===== config.mk =====
export PLATFORM = sky130hd
export DESIGN_NAME = pmc_port_bank
export DESIGN_NICKNAME = d
export VERILOG_FILES = /design/src/rtl/pmc_pkg.sv /design/src/rtl/pmc_cfg_bank.sv /design/src/rtl/pmc_port_cell.sv /design/src/rtl/pmc_port_bank.sv
export SDC_FILE = /design/constraint.sdc
export NUM_CORES = 1
export LEC_CHECK = 0
export CORE_AREA = 2 2 122 124
export CTS_CLUSTER_DIAMETER = 30
export DETAILED_ROUTE_END_ITERATION = 8
export DIE_AREA = 0 0 124 126
export DONT_BUFFER_PORTS = 1
export PLACE_DENSITY = 0.72
export SLEW_MARGIN = 20
export SYNTH_ARGS = -nofsm -noshare
export SYNTH_HDL_FRONTEND = slang
export SYNTH_HIERARCHICAL = 1
export SYNTH_SLANG_ARGS = --single-unit

===== constraint.sdc =====
create_clock -name clk_i -period 4.3 [get_ports clk_i]
set_input_delay 1.29 -clock clk_i [delete_from_list [all_inputs] [get_ports clk_i]]
set_output_delay 1.29 -clock clk_i [all_outputs]
set_load 0.1 [all_outputs]

===== src/rtl/pmc_pkg.sv =====
package pmc_pkg;
  typedef enum logic [1:0] {
    MODE_RSVD  = 2'b00,
    MODE_OUT   = 2'b01,
    MODE_IN    = 2'b10,
    MODE_IN_PU = 2'b11
  } port_mode_e;

  localparam logic [7:0] CFG_RST = 8'hAA;  // all ports input, no pullup
endpackage


===== src/rtl/pmc_cfg_bank.sv =====
module pmc_cfg_bank #(
  parameter int NUM_REGS = 7,
  parameter int ADDR_W   = 8,
  parameter int CFG_BASE = 9
) (
  input  logic                  clk_i,
  input  logic                  rst_ni,
  input  logic [ADDR_W-1:0]     addr_i,
  input  logic [7:0]            wdata_i,
  input  logic                  we_i,
  output logic [NUM_REGS*8-1:0] cfg_o,
  output logic                  hit_o,
  output logic [7:0]            rdata_o
);
  logic [NUM_REGS-1:0] sel;
  logic [7:0]          regs_q [NUM_REGS];

  for (genvar g = 0; g < NUM_REGS; g++) begin : g_reg
    assign sel[g] = (addr_i == ADDR_W'(CFG_BASE + g));

    always_ff @(posedge clk_i or negedge rst_ni) begin
      if (!rst_ni)            regs_q[g] <= pmc_pkg::CFG_RST;
      else if (we_i && sel[g]) regs_q[g] <= wdata_i;
    end

    assign cfg_o[g*8 +: 8] = regs_q[g];


    wr_store_chk: assert property (@(posedge clk_i) disable iff (!rst_ni)
      (we_i && sel[g]) |=> (regs_q[g] == $past(wdata_i)));
  end

  assign hit_o = |sel;

  always_comb begin
    rdata_o = '0;
    for (int i = 0; i < NUM_REGS; i++)
      if (sel[i]) rdata_o = regs_q[i];
  end


  miss_stable_chk: assert property (@(posedge clk_i) disable iff (!rst_ni)
    (we_i && !hit_o) |=> $stable(cfg_o));
endmodule


===== src/rtl/pmc_port_cell.sv =====
module pmc_port_cell (
  input  logic       clk_i,
  input  logic       rst_ni,
  input  logic [1:0] mode_i,
  input  logic       wr_i,
  input  logic       wbit_i,
  input  logic       pin_i,
  output logic       oe_o,
  output logic       out_o,
  output logic       pu_o,
  output logic       rd_bit_o
);
  import pmc_pkg::*;

  port_mode_e mode;
  logic       latch_q;
  logic [1:0] sync_q;
  logic [1:0] age_q;

  assign mode = port_mode_e'(mode_i);

  always_ff @(posedge clk_i or negedge rst_ni) begin
    if (!rst_ni) begin
      latch_q <= 1'b0;
      sync_q  <= '0;
      age_q   <= '0;
    end else begin
      if (wr_i) latch_q <= wbit_i;
      sync_q <= {sync_q[0], pin_i};
      if (age_q != 2'd2) age_q <= age_q + 2'd1;
    end
  end

  // reserved code falls back to plain input
  always_comb begin
    oe_o = 1'b0;
    pu_o = 1'b0;
    unique case (mode)
      MODE_OUT:   oe_o = 1'b1;
      MODE_IN_PU: pu_o = 1'b1;
      default:    ;
    endcase
  end

  assign out_o    = oe_o & latch_q;
  assign rd_bit_o = oe_o ? latch_q : sync_q[1];


  latch_hold_chk: assert property (@(posedge clk_i) disable iff (!rst_ni)
    !wr_i |=> $stable(latch_q));


  sync_delay_chk: assert property (@(posedge clk_i) disable iff (!rst_ni)
    (age_q == 2'd2) |-> (sync_q[1] == $past(pin_i, 2)));
endmodule


===== src/rtl/pmc_port_bank.sv =====
module pmc_port_bank #(
  parameter int NUM_PORTS  = 28,
  parameter int FIRST_PORT = 4,
  parameter int ADDR_W     = 8,
  parameter int CFG_BASE   = 9,
  parameter int DATA_BASE  = 32
) (
  input  logic                 clk_i,
  input  logic                 rst_ni,
  input  logic [ADDR_W-1:0]    addr_i,
  input  logic [7:0]           wdata_i,
  input  logic                 we_i,
  output logic [7:0]           rdata_o,
  input  logic [NUM_PORTS-1:0] pin_i,
  output logic [NUM_PORTS-1:0] pin_oe_o,
  output logic [NUM_PORTS-1:0] pin_out_o,
  output logic [NUM_PORTS-1:0] pin_pu_o
);
  localparam int NUM_REGS = NUM_PORTS / 4;

  logic [NUM_REGS*8-1:0] cfg;
  logic                  cfg_hit;
  logic [7:0]            cfg_rdata;
  logic [NUM_PORTS-1:0]  dsel;
  logic [NUM_PORTS-1:0]  rd_bit;

  pmc_cfg_bank #(
    .NUM_REGS (NUM_REGS),
    .ADDR_W   (ADDR_W),
    .CFG_BASE (CFG_BASE)
  ) i_cfg (
    .clk_i   (clk_i),
    .rst_ni  (rst_ni),
    .addr_i  (addr_i),
    .wdata_i (wdata_i),
    .we_i    (we_i),
    .cfg_o   (cfg),
    .hit_o   (cfg_hit),
    .rdata_o (cfg_rdata)
  );

  for (genvar k = 0; k < NUM_PORTS; k++) begin : g_port
    assign dsel[k] = (addr_i == ADDR_W'(DATA_BASE + FIRST_PORT + k));

    pmc_port_cell i_cell (
      .clk_i    (clk_i),
      .rst_ni   (rst_ni),
      .mode_i   (cfg[2*k +: 2]),
      .wr_i     (we_i & dsel[k]),
      .wbit_i   (wdata_i[0]),
      .pin_i    (pin_i[k]),
      .oe_o     (pin_oe_o[k]),
      .out_o    (pin_out_o[k]),
      .pu_o     (pin_pu_o[k]),
      .rd_bit_o (rd_bit[k])
    );
  end

  assign rdata_o = cfg_hit ? cfg_rdata : {7'b0, |(dsel & rd_bit)};


  oe_pu_excl_chk: assert property (@(posedge clk_i) disable iff (!rst_ni)
    (pin_oe_o & pin_pu_o) == '0);


  reset_quiet_chk: assert property (@(posedge clk_i)
    !rst_ni |-> (pin_oe_o == '0 && pin_pu_o == '0 && pin_out_o == '0));
endmodule


### Word-level counts from Yosys, hierarchy flattened

Index checks and enable logic that the tools add are counted.

| word-level totals | value |
|---|---|
| register bits after elaboration | 140 |
| bits in latches | 0 |
| RAM bits | 0 |
| ROM bits | 0 |
| output and inout port bits | 92 |
| memories kept | 0 |

| operators by class | value |
|---|---|
| add/subtract/negate cells | 0 |
| $mul | 0 |
| divide/modulo/power cells | 0 |
| magnitude comparators | 0 |
| equality and inequality tests | 91 |
| shifts and indexed selects | 0 |
| muxes and demuxes | 92 |
| bitwise logic cells | 57 |
| reductions and logical operators | 9 |

Operators by type and width:

| cell | count |
|---|---|
| 8-bit by 6-bit == test with 1-bit output, second input constant | 28 |
| 1-bit two-way mux | 84 |
| 8-bit two-way mux | 8 |
| 1-bit AND | 56 |
| 2-bit by 1-bit == test with 1-bit output, second input constant | 28 |
| 2-bit == test, second input constant | 28 |
| 8-bit by 4-bit == test with 1-bit output, second input constant | 7 |
| 28-bit AND | 1 |
| 28-bit OR reduction | 1 |
| 1-bit logical AND | 7 |
| 7-bit OR reduction | 1 |

### Logic depth before layout (Yosys ltp)

Gate-level depths: netlist of the first run.

| depth | value |
|---|---|
| depth after elaboration | 9 |
| gate-level depth with buffers | 7 |

### By module

Netlist of the first run, hierarchy kept.

Modules (own cells, without submodules):

| module | instances | cells an instance | area an instance (µm²) | seq. area each (µm²) |
|---|---|---|---|---|
| pmc_port_cell | 28 | 8 | 130.1 | 75.1 |
| pmc_cfg_bank | 1 | 196 | 2,798.9 | 1,436.4 |
| pmc_port_bank | 1 | 101 | 616.8 | 0.0 |

### Worst setup path after synthesis of the first run

No wires, ideal clock.

| timing | value |
|---|---|
| kind | input to output |
| start point | in addr_i[2] |
| end point | out rdata_o[0] |
| arrival | 3.461 ns |
| data required time | 3.010 ns |
| setup slack | -0.451 ns |
| stages on the path | 7 |
| path buffers | 3 |
| cells stage by stage | clkbuf_1 -> clkbuf_1 -> clkbuf_1 -> nor2_1 -> nor2_1 -> a21oi_1 -> a41oi_2 |

RTL lines:

| what | line | source |
|---|---|---|
| from (decl) | pmc_port_bank.sv:10 | `input logic [ADDR_W-1:0] addr_i,` |
| 8-bit by 4-bit == test with 1-bit output | pmc_cfg_bank.sv:19 | `assign sel[g] = (addr_i == ADDR_W'(CFG_BASE + g));` |
| 7-bit OR reduction * | pmc_cfg_bank.sv:33 | `assign hit_o = \|sel;` |
| via cfg_hit | pmc_port_bank.sv:22 | `logic cfg_hit;` |
| 8-bit two-way mux * | pmc_port_bank.sv:59 | `assign rdata_o = cfg_hit ? cfg_rdata : {7'b0, \|(dsel & rd_bit)};` |
| to (decl) | pmc_port_bank.sv:13 | `output logic [7:0] rdata_o,` |

The timed path passes the listed nets; every way through them passes the cells marked *.

### Final worst setup path of the first run

| timing | value |
|---|---|
| start point | in addr_i[5] |
| end point | out rdata_o[1] |

| on the way | value |
|---|---|
| word-level cells in the longest chain between the ends | 9 |

RTL lines:

| what | line | source |
|---|---|---|
| 8-bit by 4-bit == test with 1-bit output | pmc_cfg_bank.sv:19 |  |
| 8-bit two-way mux (6 in series) | pmc_cfg_bank.sv:38 | `if (sel[i]) rdata_o = regs_q[i];` |
| 8-bit two-way mux * | pmc_cfg_bank.sv:38 |  |
| via cfg_rdata[1] | pmc_port_bank.sv:23 | `logic [7:0] cfg_rdata;` |
| 8-bit two-way mux * | pmc_port_bank.sv:59 |  |

Marked as above.

==> results of run 1 <==
[worst max-delay path: stages]
cell and delay [ps]:
or4b_4 570, or4_1 520, a221oi_1 200, and2_2 210, buf_12 170
[logic make-up after synthesis]
group,after synthesis,share of synthesized area
simple gates,192,0.206
compound gates,36,0.0399
buf+inv,21,0.0165
flops,140,0.501
mux,132,0.236
[cells in the mapped netlist (4+ instances only)]
cell type | n | area [sq um]
dfrtp_1 | 112 | 2800
mux2_2 | 82 | 923
and2_2 | 56 | 420
mux2_4 | 36 | 541
nor2_1 | 33 | 124
dfstp_2 | 28 | 736
nor2b_4 | 28 | 385
nor2b_1 | 15 | 93.8
mux2i_1 | 9 | 90.1
nand2_1 | 9 | 33.8
a221oi_1 | 7 | 61.3
and2_1 | 7 | 43.8
buf_2 | 6 | 30.0
nand2b_1 | 6 | 37.5
nand3_1 | 6 | 30.0
a21oi_1 | 5 | 25.0
mux4_2 | 5 | 113
a211oi_1 | 4 | 30.0
clkbuf_1 | 4 | 15.0
nor3_1 | 4 | 20.0
o2bb2ai_1 | 4 | 35.0
[final timing paths]
path | startpoint | slack (ps) | endpoint
worst min-delay path | g_port[4].i_cell/sync_q[0] | 340 | g_port[4].i_cell/sync_q[1]
worst min register to register | g_port[4].i_cell/sync_q[0] | 340 | g_port[4].i_cell/sync_q[1]
worst max-delay path | addr_i[5] | 50 | rdata_o[1]
worst max register to register | i_cfg/cfg_o[8] | 3480 | i_cfg/cfg_o[8]
min in group asynchronous | rst_ni | 560 | i_cfg/cfg_o[20]
max in group asynchronous | rst_ni | 3370 | i_cfg/cfg_o[39]
[what timing repair did]
action,4_1_cts,5_1_grt
setup endpoints to repair,0,2
hold buffers,0,0
resized for setup,0,4
[per-layer routing]
layer,track usage,up-vias,part of all wire
met5,0,-,0
met4,0.106,0,0.036
met3,0.0774,42,0.065
met2,0.360,175,0.47
met1,0.339,2212,0.43
li1,-,1929,-
[sequential cells by signal, indices dropped and copies added, names as in the netlist]
signal / flops
g_port.i_cell/sync_q: 56
i_cfg/cfg_o: 56
g_port.i_cell/latch_q: 28
[metrics by stage]
stage	setup TNS, ps	total power [mW]	hold slack (ps)	worst slack (ps)
detailed placement	0	1.80	335	38.7
global route	0	3.43	346	21.4
finish	0	3.32	342	49.1
global placement	0	1.79	333	50.6
floorplan	-467	1.74	331	-123
CTS	0	3.35	345	37.4
[final cells by class]
class	count	area, sq um	area share
Sequential cell	140	3540	0.429
Multi-Input combinational cell	360	3440	0.417
Clock buffer	19	433	0.0525
Timing Repair Buffer	41	408	0.0494
Tap cell	184	230	0.0279
Clock inverter	13	193	0.0233
Inverter	3	11.3	0.00136
[power by group]
group	internal, mW	leakage [nW]	switching [mW]
Clock	0.974	0.298	0.571
Combinational	0.133	1.64	0.200
Sequential	1.39	1.71	0.0502
==> reports/metrics.csv, run 1 <==
metric,value,unit
status,completed,
Max Clock Skew,5.54,ps
TritonCTS buffer count,17,
Arrival @ worst endpoint,2960,ps
Final Util,0.577,
vias per inst,5.73,
GPL Wtd Cong,0.930,
VDD IR max,0.307,mV
Final Critical Period,4250,ps
placed insts,728,
max-slew violation count,0,
"Primary FF master, synth",dfrtp_1,
num ports,139,
Overall Global Routing Usage,0.246,
LEAKAGE,3.66,nW
DRC errors left,0,
I/O Buffers,0,
Area growth syn-to-layout,16.9,%
Tcrit/Tclk final,0.989,
initial core utilization,0.493,
drt pass-1 iters,5,
CTS tree,built,
Syn Area/Cell,13.5,sq um
global-route wire length before repair,27800,um
Slew @ Worst Pin,945,ps
Post-CTS Setup Bufs,0,
Rel. slew slack,0.367,
Die W,124,um
"Cell Area, Synth",7060,sq um
DR iter-0 viols,444,
Max-Cap Viols,0,
H-tree depth,4,
max frequency,235,MHz
drt wl/cell,23.8,um
Final Cell Area,8250,sq um
pin count of the biggest net entering global routing,141,
Post-DP Area,7610,sq um
Max clock buf depth,2,
Synth cell types,52,
Synthesis Warnings,6,
Final setup viols,0,
sequential area share after synthesis,0.501,
Mapped Cells,521,
Core ar.,14300,sq um
# nets final,610,
Filler Cells Inserted,1182,
Post-synth EDFFs,0,
Power Density,402,nW/um^2
vias in the first global route,4525,
Worst Path Max Fanout,6,
Setup Crit Path Kind,in -> out,
die height,126,um
"commonest non-fill, non-tap cell in the layout",dfrtp_1,
cell row count,44,
startpoint types,input port,
fraction of layout cells with a size suffix above 1,0.563,
Critical Path RT,3010,ps
CP Capture Type,output port,
die area,15600,sq um
RSZ-0062 raised after global routing,false,
Num Clock Sinks,140,
Yosys reg bits,140,
hold depth,0,
Final ANT Viol Nets,0,
fin cells,760,
Async SR Flop Fraction,1.00,
clock latency on the worst-skew pair,430,ps
clk slew on worst S/H paths,60,ps
Synth Net Count,568,
dpl hpwl,12900,um
worst r2r path cells,1,
most frequent cells in the layout,"112 x dfrtp_1, 82 x mux2_2, 61 x and2_2, 36 x mux2_4",
clk root buf,clkbuf_16,
final-report hold violation count,0,
Worst Hold Class,reg -> reg,
via count,4358,
GR Overflow Total,0,
ant diodes,0,
initial antenna violation count,0,
Total Wirelength,18100,um
(Power assumes the default switching activity.)
==> run 2, diff against run 1 <==
--- a/config.mk
+++ b/config.mk
@@ -11,6 +11,7 @@
 export DIE_AREA = 0 0 124 126
 export DONT_BUFFER_PORTS = 1
 export PLACE_DENSITY = 0.72
+export REMOVE_ABC_BUFFERS = 1
 export SLEW_MARGIN = 20
 export SYNTH_ARGS = -nofsm -noshare
 export SYNTH_HDL_FRONTEND = slang
==> reports/metrics.csv, run 2 (synthesized netlist as in run 1, its figures left out) <==
metric,value,unit,change
placed insts,728,,unchanged
I/O Buffers,0,,unchanged
ant diodes,0,,unchanged
Max stage delay on crit path,560,ps,about the same
Final ANT Viol Nets,0,,unchanged
status,completed,,
FF-to-FF Start,i_cfg/cfg_o[1],,
Final Critical Period,4290,ps,+40.8 ps
Post-CTS Hold Buffers,0,,unchanged
setup slack at placement,-59.1,ps,-97.9 ps
fin cells,760,,unchanged
dpl hpwl,13100,um,+1.4%
worst r2r path cells,1,,unchanged
Total Wirelength,18300,um,+1.2%
Core ar.,14300,sq um,unchanged
CP Capture Type,output port,,
fraction of layout cells with a size suffix above 1,0.556,,-0.00694
vias in the first global route,4586,,+1.3%
Post-CTS Setup Bufs,0,,unchanged
critical path's top delay family,simple AND/OR/NAND/NOR gates,,
Rel. slew slack,0.409,,+0.0413
Critical Path RT,3010,ps,about the same
Num Clock Sinks,140,,unchanged
Setup Crit Path Kind,in -> out,,
Final setup viols,0,,unchanged
# nets final,610,,unchanged
most frequent cells in the layout,"112 x dfrtp_1, 82 x mux2_2, 56 x and2_2, 36 x mux2_4",,
Tcrit/Tclk final,0.998,,+0.00948
Filler Cells Inserted,1153,,-2.5%
Area growth syn-to-layout,16.4,%,
die height,126,um,unchanged
max frequency,233,MHz,-0.95%
clock latency on the worst-skew pair,420,ps,about the same
setup TNS,0,ps,unchanged
die area,15600,sq um,unchanged
crit path from,addr_i[5],,
via count,4410,,+1.2%
H-tree depth,4,,unchanged
cell row count,44,,unchanged
LEAKAGE,3.64,nW,-0.37%
Power Density,399,nW/um^2,-0.86%
Slew @ Worst Pin,883,ps,-61.7 ps
slowest stage cell on the critical path,or4b_4,,
PnR worst setup slack,8.37,ps,-40.8 ps
Worst Path Max Fanout,6,,unchanged
GR Overflow Total,0,,unchanged
Max-Cap Viols,0,,unchanged
hold depth,0,,unchanged
RSZ-0062 raised after global routing,true,,
final-report hold violation count,0,,unchanged
pin count of the biggest net entering global routing,141,,unchanged
max-slew violation count,0,,unchanged
Crit path depth,5,,unchanged
"commonest non-fill, non-tap cell in the layout",dfrtp_1,,
VDD IR max,0.250,mV,-19%
Arrival @ worst endpoint,3000,ps,+40 ps
drt pass-1 iters,4,,-1
DR iter-0 viols,321,,-28%
CP endpoint,rdata_o[5],,
startpoint types,input port,,
Max Clock Skew,4.97,ps,-0.570 ps
DRC errors left,0,,unchanged
drt wl/cell,24.1,um,+1.2%
worst path bufs/invs,1,,unchanged
Worst Hold Class,reg -> reg,,
global-route wire length before repair,27800,um,about the same
Die W,124,um,unchanged
Max clock buf depth,2,,unchanged
"Cell Chain, Critical Path",or4b_4 -> or4_1 -> a221oi_2 -> and2_4 -> buf_12,,
GPL Wtd Cong,0.920,,-1.1%
CTS tree,built,,
Overall Global Routing Usage,0.243,,-0.00281
initial antenna violation count,0,,unchanged
vias per inst,5.80,,+1.2%
TritonCTS buffer count,17,,unchanged
Final Util,0.574,,-0.00236
initial core utilization,0.493,,unchanged
num ports,139,,unchanged
clk root buf,clkbuf_16,,
worst r2r dst,i_cfg/cfg_o[1],,
"setup slack, reg-to-reg",3480,ps,about the same
clk slew on worst S/H paths,60,ps,about the same
[run 2: cell count changes in the layout (fill, tap and decap cells not counted), sizes merged]
cell / change
clkinvlp: +1
bufinv: -1
[run 2: per-layer routing]
| metal | share of wire | up-vias | wire, um | track usage |
|---|---|---|---|---|
| met1 | 0.44 | 2265 | 7990 | 0.340 |
| met5 | 0 | - | 0 | 0 |
| met2 | 0.45 | 183 | 8290 | 0.362 |
| li1 | - | 1939 | - | - |
| met4 | 0.015 | 0 | 275 | 0.0641 |
| met3 | 0.097 | 23 | 1780 | 0.0870 |
[run 2: power breakdown]
| part | switching, mW | internal, mW |
|---|---|---|
| clock | 0.575 | 0.929 |
| combinational | 0.199 | 0.132 |
| sequential | 0.0501 | 1.39 |
[run 2: stage by stage]
stage | total power [mW] | hold slack (ps) | instance area, sq um
after CTS | 3.31 | 350 | 8210
after detailed placement | 1.79 | 336 | 7590
after global routing | 3.39 | 350 | 8220
after floorplan | 1.72 | 331 | 6950
after global placement | 1.79 | 335 | 7590
final | 3.28 | 346 | 8220
[run 2: timing repair]
item	CTS	global route
setup endpoints to repair	1	3
gates resized for setup	1	3
pin swaps	0	1
[run 2: how the worst min path moves through the flow]
stage / startpoint / end / slack [ps]
floorplan: g_port[0].i_cell/sync_q[0] / g_port[0].i_cell/sync_q[1] / 330
global placement: g_port[2].i_cell/sync_q[0] / g_port[2].i_cell/sync_q[1] / 330
detailed placement: g_port[9].i_cell/sync_q[0] / g_port[9].i_cell/sync_q[1] / 340
CTS: g_port[19].i_cell/sync_q[0] / g_port[19].i_cell/sync_q[1] / 350
global route: g_port[9].i_cell/sync_q[0] / g_port[9].i_cell/sync_q[1] / 350
finish: g_port[11].i_cell/sync_q[0] / g_port[11].i_cell/sync_q[1] / 350
[run 2: area by class of cell]
type,count,area (sq um),share of cell area
clock buffer,19,443,0.0539
clock inverter,13,166,0.0202
inverter,3,11.3,0.00137
multi-input combinational,360,3420,0.416
sequential,140,3540,0.431
tap,184,230,0.0280
timing repair buffer,41,408,0.0496
